**config.mk**
```make
export PLATFORM = sky130hd
export DESIGN_NAME = blank_ctl_formatter
export DESIGN_NICKNAME = d
export VERILOG_FILES = /design/src/rtl/bcf_pkg.sv /design/src/rtl/bcf_lookahead.sv /design/src/rtl/bcf_shaper.sv /design/src/rtl/bcf_runchk.sv /design/src/rtl/blank_ctl_formatter.sv
export SDC_FILE = /design/constraint.sdc
export NUM_CORES = 1
export LEC_CHECK = 0
export CORE_MARGIN = 2
export CORE_UTILIZATION = 44
export DETAILED_ROUTE_END_ITERATION = 8
export PLACE_DENSITY = 0.84
export SLEW_MARGIN = 20
export SYNTH_ARGS = -nofsm -noshare
export SYNTH_HDL_FRONTEND = slang
export SYNTH_SLANG_ARGS = --single-unit
export TNS_END_PERCENT = 10
```
**constraint.sdc**
```tcl
create_clock -name clk -period 2.8 [get_ports clk]
set_input_delay 0.56 -clock clk [delete_from_list [all_inputs] [get_ports clk]]
set_output_delay 0.56 -clock clk [all_outputs]
set_load 0.005 [all_outputs]
```
**src/rtl/bcf_pkg.sv**
```systemverilog
package bcf_pkg;
  typedef struct packed {
    logic de;
    logic vs;
    logic hs;
  } pix_ctl_t;

  function automatic logic [31:0] low_ones(input int unsigned n);
    logic [31:0] m;
    for (int i = 0; i < 32; i++) m[i] = (i < n);
    return m;
  endfunction
endpackage

```
**src/rtl/bcf_lookahead.sv**
```systemverilog
module bcf_lookahead
  import bcf_pkg::*;
#(
  parameter int DW = 32
) (
  input  logic          clk,
  input  logic          rst,
  input  logic          de_i,
  input  logic          vs_i,
  input  logic          hs_i,
  input  logic [DW-1:0] data_i,
  output pix_ctl_t      ctl_q,
  output logic [DW-1:0] data_q,
  output logic          vld_q
);
  always_ff @(posedge clk) begin
    if (rst) begin
      ctl_q  <= '0;
      data_q <= '0;
      vld_q  <= 1'b0;
    end else begin
      ctl_q  <= '{de: de_i, vs: vs_i, hs: hs_i};
      data_q <= data_i;
      vld_q  <= 1'b1;
    end
  end
endmodule

```
**src/rtl/bcf_shaper.sv**
```systemverilog
module bcf_shaper
  import bcf_pkg::*;
#(
  parameter int DW = 32,
  parameter int NW = 24
) (
  input  logic          clk,
  input  logic          rst,
  input  pix_ctl_t      ctl_q,
  input  logic [DW-1:0] data_q,
  input  logic          vld_q,
  input  logic          nxt_de,
  input  logic          wide_i,
  input  logic [DW-1:0] mask_i,
  output logic          de_o,
  output logic          vs_o,
  output logic          hs_o,
  output logic [DW-1:0] data_o
);
  localparam logic [DW-1:0] NARROW_MASK = {{(DW-NW){1'b0}}, {NW{1'b1}}};

  logic          armed;
  logic [DW-1:0] width_mask;
  logic [DW-1:0] blank_keep;
  logic          edge_pix;

  always_comb begin
    width_mask = wide_i ? '1 : NARROW_MASK;
    edge_pix   = armed | nxt_de;
    blank_keep = edge_pix ? '0 : (mask_i & width_mask);
  end

  always_ff @(posedge clk) begin
    if (rst) begin
      de_o   <= 1'b0;
      vs_o   <= 1'b0;
      hs_o   <= 1'b0;
      data_o <= '0;
      armed  <= 1'b1;
    end else if (vld_q) begin
      de_o  <= ctl_q.de;
      armed <= ctl_q.de;
      if (ctl_q.de) begin
        data_o <= data_q & width_mask;
      end else begin
        data_o <= data_q & blank_keep;
        vs_o   <= ctl_q.vs;
        hs_o   <= ctl_q.hs;
      end
    end else begin
      de_o   <= 1'b0;
      data_o <= '0;
    end
  end

  AST_BLANK_FIRST_QUIET: assert property (@(posedge clk) disable iff (rst)
    (vld_q && !ctl_q.de && armed) |=> (data_o == '0));
  AST_BLANK_LAST_QUIET: assert property (@(posedge clk) disable iff (rst)
    (vld_q && !ctl_q.de && nxt_de) |=> (data_o == '0));
  AST_BLANK_UNMASKED_LOW: assert property (@(posedge clk) disable iff (rst)
    (vld_q && !ctl_q.de) |=> ((data_o & ~$past(mask_i)) == '0));
  AST_ACTIVE_SYNC_FROZEN: assert property (@(posedge clk) disable iff (rst)
    (de_o && $past(de_o)) |-> ($stable(vs_o) && $stable(hs_o)));
  AST_NARROW_TOP_ZERO: assert property (@(posedge clk) disable iff (rst)
    $past(!wide_i) |-> (data_o[DW-1:NW] == '0));
endmodule

```
**src/rtl/bcf_runchk.sv**
```systemverilog
module bcf_runchk #(
  parameter int MIN_RUN = 2
) (
  input  logic clk,
  input  logic rst,
  input  logic de_i,
  input  logic clr_i,
  output logic err_o
);
  localparam int CW = $clog2(MIN_RUN + 1);

  logic          seen;
  logic          last_de;
  logic          bounded;
  logic [CW-1:0] run_len;
  logic          toggle;
  logic          short_run;

  always_comb begin
    toggle    = seen && (de_i != last_de);
    short_run = toggle && bounded && (run_len < CW'(MIN_RUN));
  end

  always_ff @(posedge clk) begin
    if (rst) begin
      seen    <= 1'b0;
      last_de <= 1'b0;
      bounded <= 1'b0;
      run_len <= '0;
      err_o   <= 1'b0;
    end else begin
      seen    <= 1'b1;
      last_de <= de_i;
      if (toggle) begin
        bounded <= 1'b1;
        run_len <= CW'(1);
      end else if (!seen) begin
        run_len <= CW'(1);
      end else if (run_len < CW'(MIN_RUN)) begin
        run_len <= run_len + CW'(1);
      end
      if (short_run)  err_o <= 1'b1;
      else if (clr_i) err_o <= 1'b0;
    end
  end

  AST_ERR_STICKY: assert property (@(posedge clk) disable iff (rst)
    (err_o && !clr_i) |=> err_o);
  AST_ERR_RISE_CAUSE: assert property (@(posedge clk) disable iff (rst)
    $rose(err_o) |-> ($past(de_i) != $past(last_de)));
endmodule

```
**src/rtl/blank_ctl_formatter.sv**
```systemverilog
module blank_ctl_formatter
  import bcf_pkg::*;
#(
  parameter int DATA_W  = 32,
  parameter int NARROW_W = 24,
  parameter int MIN_RUN = 2
) (
  input  logic              clk,
  input  logic              rst,
  input  logic              de_i,
  input  logic              vs_i,
  input  logic              hs_i,
  input  logic [DATA_W-1:0] data_i,
  input  logic              wide_i,
  input  logic [DATA_W-1:0] side_mask_i,
  input  logic              err_clr_i,
  output logic              de_o,
  output logic              vs_o,
  output logic              hs_o,
  output logic [DATA_W-1:0] data_o,
  output logic              run_err_o
);
  pix_ctl_t          ctl_q;
  logic [DATA_W-1:0] data_q;
  logic              vld_q;

  bcf_lookahead #(.DW(DATA_W)) u_look (
    .clk(clk), .rst(rst), .de_i(de_i), .vs_i(vs_i), .hs_i(hs_i),
    .data_i(data_i), .ctl_q(ctl_q), .data_q(data_q), .vld_q(vld_q)
  );

  bcf_shaper #(.DW(DATA_W), .NW(NARROW_W)) u_shape (
    .clk(clk), .rst(rst), .ctl_q(ctl_q), .data_q(data_q), .vld_q(vld_q),
    .nxt_de(de_i), .wide_i(wide_i), .mask_i(side_mask_i),
    .de_o(de_o), .vs_o(vs_o), .hs_o(hs_o), .data_o(data_o)
  );

  bcf_runchk #(.MIN_RUN(MIN_RUN)) u_run (
    .clk(clk), .rst(rst), .de_i(de_i), .clr_i(err_clr_i), .err_o(run_err_o)
  );

  AST_RESET_QUIET: assert property (@(posedge clk)
    rst |=> (!de_o && !run_err_o && data_o == '0));
  AST_DE_LATENCY: assert property (@(posedge clk) disable iff (rst)
    $past(vld_q) |-> (de_o == $past(ctl_q.de)));
endmodule

```
* After elaboration in Yosys (flattened, before gate mapping)
Cells that the tools add are included.
** Word-level totals
- Flip-flop bits (word level) :: 76
- Input port bits :: 71
- Output and inout bits :: 36
- Word-level logic and storage cells :: 40
** Operators by class
- Add/subtract/negate cells :: 1
- Magnitude comparators :: 1
- Equality and inequality tests :: 2
- Muxes and demuxes :: 9
- Bitwise gates (word level) :: 6
- Reduce and logical (&&, ||, !) cells :: 7
** Operators with widths (number)
- 32-bit bitwise AND :: 3
- 32-bit two-way mux :: 3
- 1-bit two-way mux :: 6
- 1-bit logical AND :: 3
- 3-bit inequality test (second input constant) :: 1
- 3-bit OR reduction :: 1
- 2-bit by 1-bit adder with 2-bit output (second input constant) :: 1
- 2-bit less-than comparator (second input constant) :: 1
- 1-bit inverter :: 2
- 2-bit AND reduction :: 1
- 2-bit nonzero test :: 1
- 2-bit OR reduction :: 1
- 1-bit inequality test :: 1
- 1-bit OR :: 1

* Logic depth before layout (Yosys ltp)
- Depth in word-level cells :: 5
- Gate-level depth with buffers :: 5
- Gate-level depth less buffers :: 3

* Hierarchy
A second synthesis with hierarchy kept.
** Second synthesis, totals
- Cells, all modules :: 239
- Area total of the unflattened synthesis :: 2511.2 sq um
** By module, submodules not included
- bcf_shaper :: instances 1, cells an instance 145, area each 1318.8 sq um, seq. area each 720.7 sq um
- bcf_lookahead :: instances 1, cells an instance 75, area each 992.2 sq um, seq. area each 720.7 sq um
- bcf_runchk :: instances 1, cells an instance 19, area each 200.2 sq um, seq. area each 120.1 sq um

* Least setup slack after synthesis
No wires, ideal clock.
- Kind :: input -> register
- Start point :: in de_i
- End point :: reg u_shape.data_o[25]
- Library setup time :: 0.073 ns
- Arrival :: 1.115 ns
- Required time :: 2.727 ns
- Setup slack :: 1.613 ns
- Stages :: 4
- Path buffers :: 1
- Cells stage by stage :: nor2_2 > buf_2 > a21oi_1 > nor3b_2
** On the way
- Word-level cells in the longest chain between the ends :: 4
** RTL lines
- start: declaration :: line blank_ctl_formatter.sv:10 : input logic de_i,
- 1-bit OR :: line bcf_shaper.sv:29 : edge_pix = armed | nxt_de;
- 32-bit two-way mux :: line bcf_shaper.sv:30 : blank_keep = edge_pix ? '0 : (mask_i & width_mask);
- 32-bit bitwise AND :: line bcf_shaper.sv:46 : data_o <= data_q & blank_keep;
- 32-bit two-way mux :: line bcf_shaper.sv:43 : if (ctl_q.de) begin
- end signal: assignment :: line bcf_shaper.sv:44 : data_o <= data_q & width_mask;
- end signal: assignment :: line bcf_shaper.sv:46
- end: declaration :: line bcf_shaper.sv:18 : output logic [DW-1:0] data_o
No other way between the ends.
A chain may end at the register's enable or synchronous reset.

* Worst setup path after layout
- Start point :: reg u_shape.data_o[24]
- End point :: out data_o[24]
** RTL lines
- end: declaration :: line blank_ctl_formatter.sv:20 : output logic [DATA_W-1:0] data_o,
No word-level cell between the ends.

==> run_results.csv <==
group,metric,value,unit
pwr,p_per_area,551,nW/um^2
timing,finClkSkew,0.00514,ns
synthesis,synth_commonest_cells,"dfxtp_1, nor2b_1, a21oi_1",
synthesis,async_flop_share,0,
clocking,cts-buffers-inserted,9,
placed_design,place_inst,403,
worst_setup_path,slowest_delay,0.50,ns
synthesis,synth.avg_cell_area,10.2,um^2
synthesis,netlist_instances,237,
timing,worst_slack,1.08,ns
pwr,share_comb_of_total_power,0.101,
global_routing,antenna_found_initial,0,
final_layout,instances_no_fill,417,
final_layout,syn2layout_area_growth,51.7,%
pwr,leakage,0.00137,uW
worst_setup_path,path_class,"register to output pin",
synthesis,synthFlopType,"dfxtp_1",
placed_design,dpl.hpwl,3450,um
global_routing,grt_max_degree,42,
final_layout,nNetsFinal,415,
synthesis,synth-edff-count,0,
final_layout,fillers,416,
timing,rsz0062_at_grt,"false",
synthesis,synth_area_leaders,"dfxtp_1, nor2b_1, a21oi_1, nor2_1, nor3b_2",
timing,max_freq,0.582,GHz
worst_setup_path,crit_path_start_kind,"register",
synthesis,yosysMostFrequentCell,"dfxtp_1",
drt,remaining_drc_errors,0,
final_layout,layout-drive-gt1-share,0.0836,
timing,fin_crit_sh,0.614,
die,ioPinCount,107,
pwr,p_int,1580,uW
timing,slew_headroom,0.719,
timing,tightest_slew,0.421,ns
min_path,min-delay-path-class,"register to register",
final_layout,multi_input_area,800,um^2
final_layout,fin_area,3650,um^2
synthesis,synth_fp_nets,308,
worst_setup_path,path_delay_family,"buffers and inverters",
drt,drtIter0Drc,52,
pwr,ir_drop,0.367,mV
timing,finalHoldViolCount,0,
clocking,hold_buffers,0,
timing,tns,0,ns
pwr,pwr-share-seq,0.562,
clocking,clk_pin_slew_worst_paths,0.07,ns
clocking,clkLatencyLatePin,0.33,ns
global_routing,grt.total_usage,0.178,
placed_design,place.gp.congestion,0.727,
pwr,clkPwrFrac,0.337,
clocking,post_cts_resize_count,0,
clocking,htree_levels,3,
drt,vias,1844,
clocking,tritoncts,"built",
global_routing,grt_pass1_vias,1829,
worst_setup_path,path_cells,"clkdlybuf4s50_1",
pwr,switchingPower,429,uW
drt,routedWlPerCell,12.1,um
synthesis,ys_warn_count,0,
placed_design,io_buffers,106,
worst_setup_path,crit_buf_inv,1,
synthesis,netlist.area_leader.share,0.631,
final_layout,diodes,0,
drt,antenna_left,0,
worst_setup_path,cp_slowest_cell,"clkdlybuf4s50_1",
drt,via_per_inst,4.42,
global_routing,grt_pass1_wl,8260,um
synthesis,seq_area_frac_synth,0.631,
clocking,cts.path.max_buffers,2,
die,start_util,0.463,
synthesis,synth_top_cell_by_area,"dfxtp_1",
final_layout,final_util,0.702,
timing,setup_viol,0,
die,placementRows,26,
die,core_area,5200,um^2
global_routing,grt-ovfl-total,0,
pwr,switching_share,0.213,
clocking,root_buffer,"clkbuf_8",
run_status,outcome,"finished, final reports clean",
placed_design,dp_slack,0.937,ns
clocking,cts_setup_buffers,0,
timing,final.min_clock_period,1.72,ns
worst_setup_path,cp-end-kind,"output pin",
drt,wl,5030,um
clocking,clock-sinks,76,
job,cap_violations,0,
placed_design,dpl-instance-area,3500,um^2
die,die_y,78.0,um
synthesis,ys_ff_latch,76,
drt,first_pass_iters,2,
synthesis,syn_area,2410,um^2
die,die_w,78.0,um
die,die-area,6080,um^2
worst_setup_path,critPathMaxFanout,1,
synthesis,ys_types,21,
worst_setup_path,cp_data_arrival_time,1.16,ns
worst_setup_path,worstPathRequired,2.24,ns
timing,slew_viol_final,0,
final_layout,regArea,1520,um^2
==> worst paths after layout <==
kind / start / endpoint / slack [ns] / cells past startpoint
max: u_shape.data_o[24] / data_o[24] / 1.08 / 1
min: u_look.data_q[10] / u_shape.data_o[10] / 0.41 / 2
max reg2reg: u_run.seen / u_shape.data_o[17] / 1.46 / 4
min reg2reg: u_look.data_q[10] / u_shape.data_o[10] / 0.41 / 2
==> flip-flops by register name, indices dropped and copies added (netlist names) <==
| signal | flops |
|---|---|
| u_look.data_q | 32 |
| u_shape.data_o | 32 |
| u_look.ctl_q | 2 |
| u_run.run_len | 2 |
| u_run.bounded | 1 |
| u_run.err_o | 1 |
| u_run.last_de | 1 |
| u_run.seen | 1 |
| u_shape.armed | 1 |
| u_shape.de_o | 1 |
| u_shape.hs_o | 1 |
| u_shape.vs_o | 1 |
==> tightest hold or removal path: cells and delay by family, from the launching register on <==
kind | cells | cell delay [ns]
flops | 1 | 0.30
simple gates | 2 | 0.08
==> placed cells by master, fill, tap and decap left out, types with 2 or more instances in the layout <==
master,netlist,final
nand2_1,26,26
clkinv_2,0,3
nor2_1,31,31
dfxtp_1,76,76
mux2i_1,2,2
o21ai_0,2,2
clkbuf_8,0,10
nor3b_2,8,8
a21oi_1,34,34
nor2b_1,35,35
buf_4,1,4
clkdlybuf4s50_1,0,105
==> kinds of logic after synthesis <==
group / count (synthesis) / synth area share
simple gates: 106 / 0.241
flops: 76 / 0.631
compound gates: 36 / 0.0748
buf+inv: 15 / 0.0369
xor+xnor: 2 / 0.00727
mux: 2 / 0.00831
==> power groups by stage <==
| stage | registers [uW] | logic (uW) | clock network, uW |
|---|---|---|---|
| after floorplan | 1150 | 83.7 | 0 |
| after global placement | 1150 | 202 | 0 |
| after detailed placement | 1160 | 205 | 0 |
| after CTS | 1130 | 207 | 695 |
| after global routing | 1130 | 225 | 744 |
| final | 1130 | 204 | 678 |
==> cell type report <==
| type | count | share of cell area |
|---|---|---|
| clock buffer | 11 | 0.0387 |
| clock inverter | 3 | 0.00411 |
| inverter | 1 | 0.00103 |
| multi-input combinational | 146 | 0.219 |
| sequential | 76 | 0.416 |
| tap | 70 | 0.0240 |
| timing repair buffer | 110 | 0.297 |
==> through the flow <==
| stage | total power, uW | hold WS, ns |
|---|---|---|
| 6_report | 2010 | 0.407 |
| 4_1_cts | 2030 | 0.409 |
| 3_3_place_gp | 1360 | 0.397 |
| 2_1_floorplan | 1240 | 0.395 |
| 3_5_place_dp | 1360 | 0.401 |
| 5_1_grt | 2100 | 0.419 |
==> routing by layer <==
metal	part of all wire	up-vias	GRT usage	wire length, um
li1	-	961	-	-
met1	0.41	818	0.194	2070
met2	0.52	60	0.317	2600
met3	0.058	5	0.0477	292
met4	0.012	0	0.0895	61
met5	0	-	0	0
(Power assumes the default switching activity.)
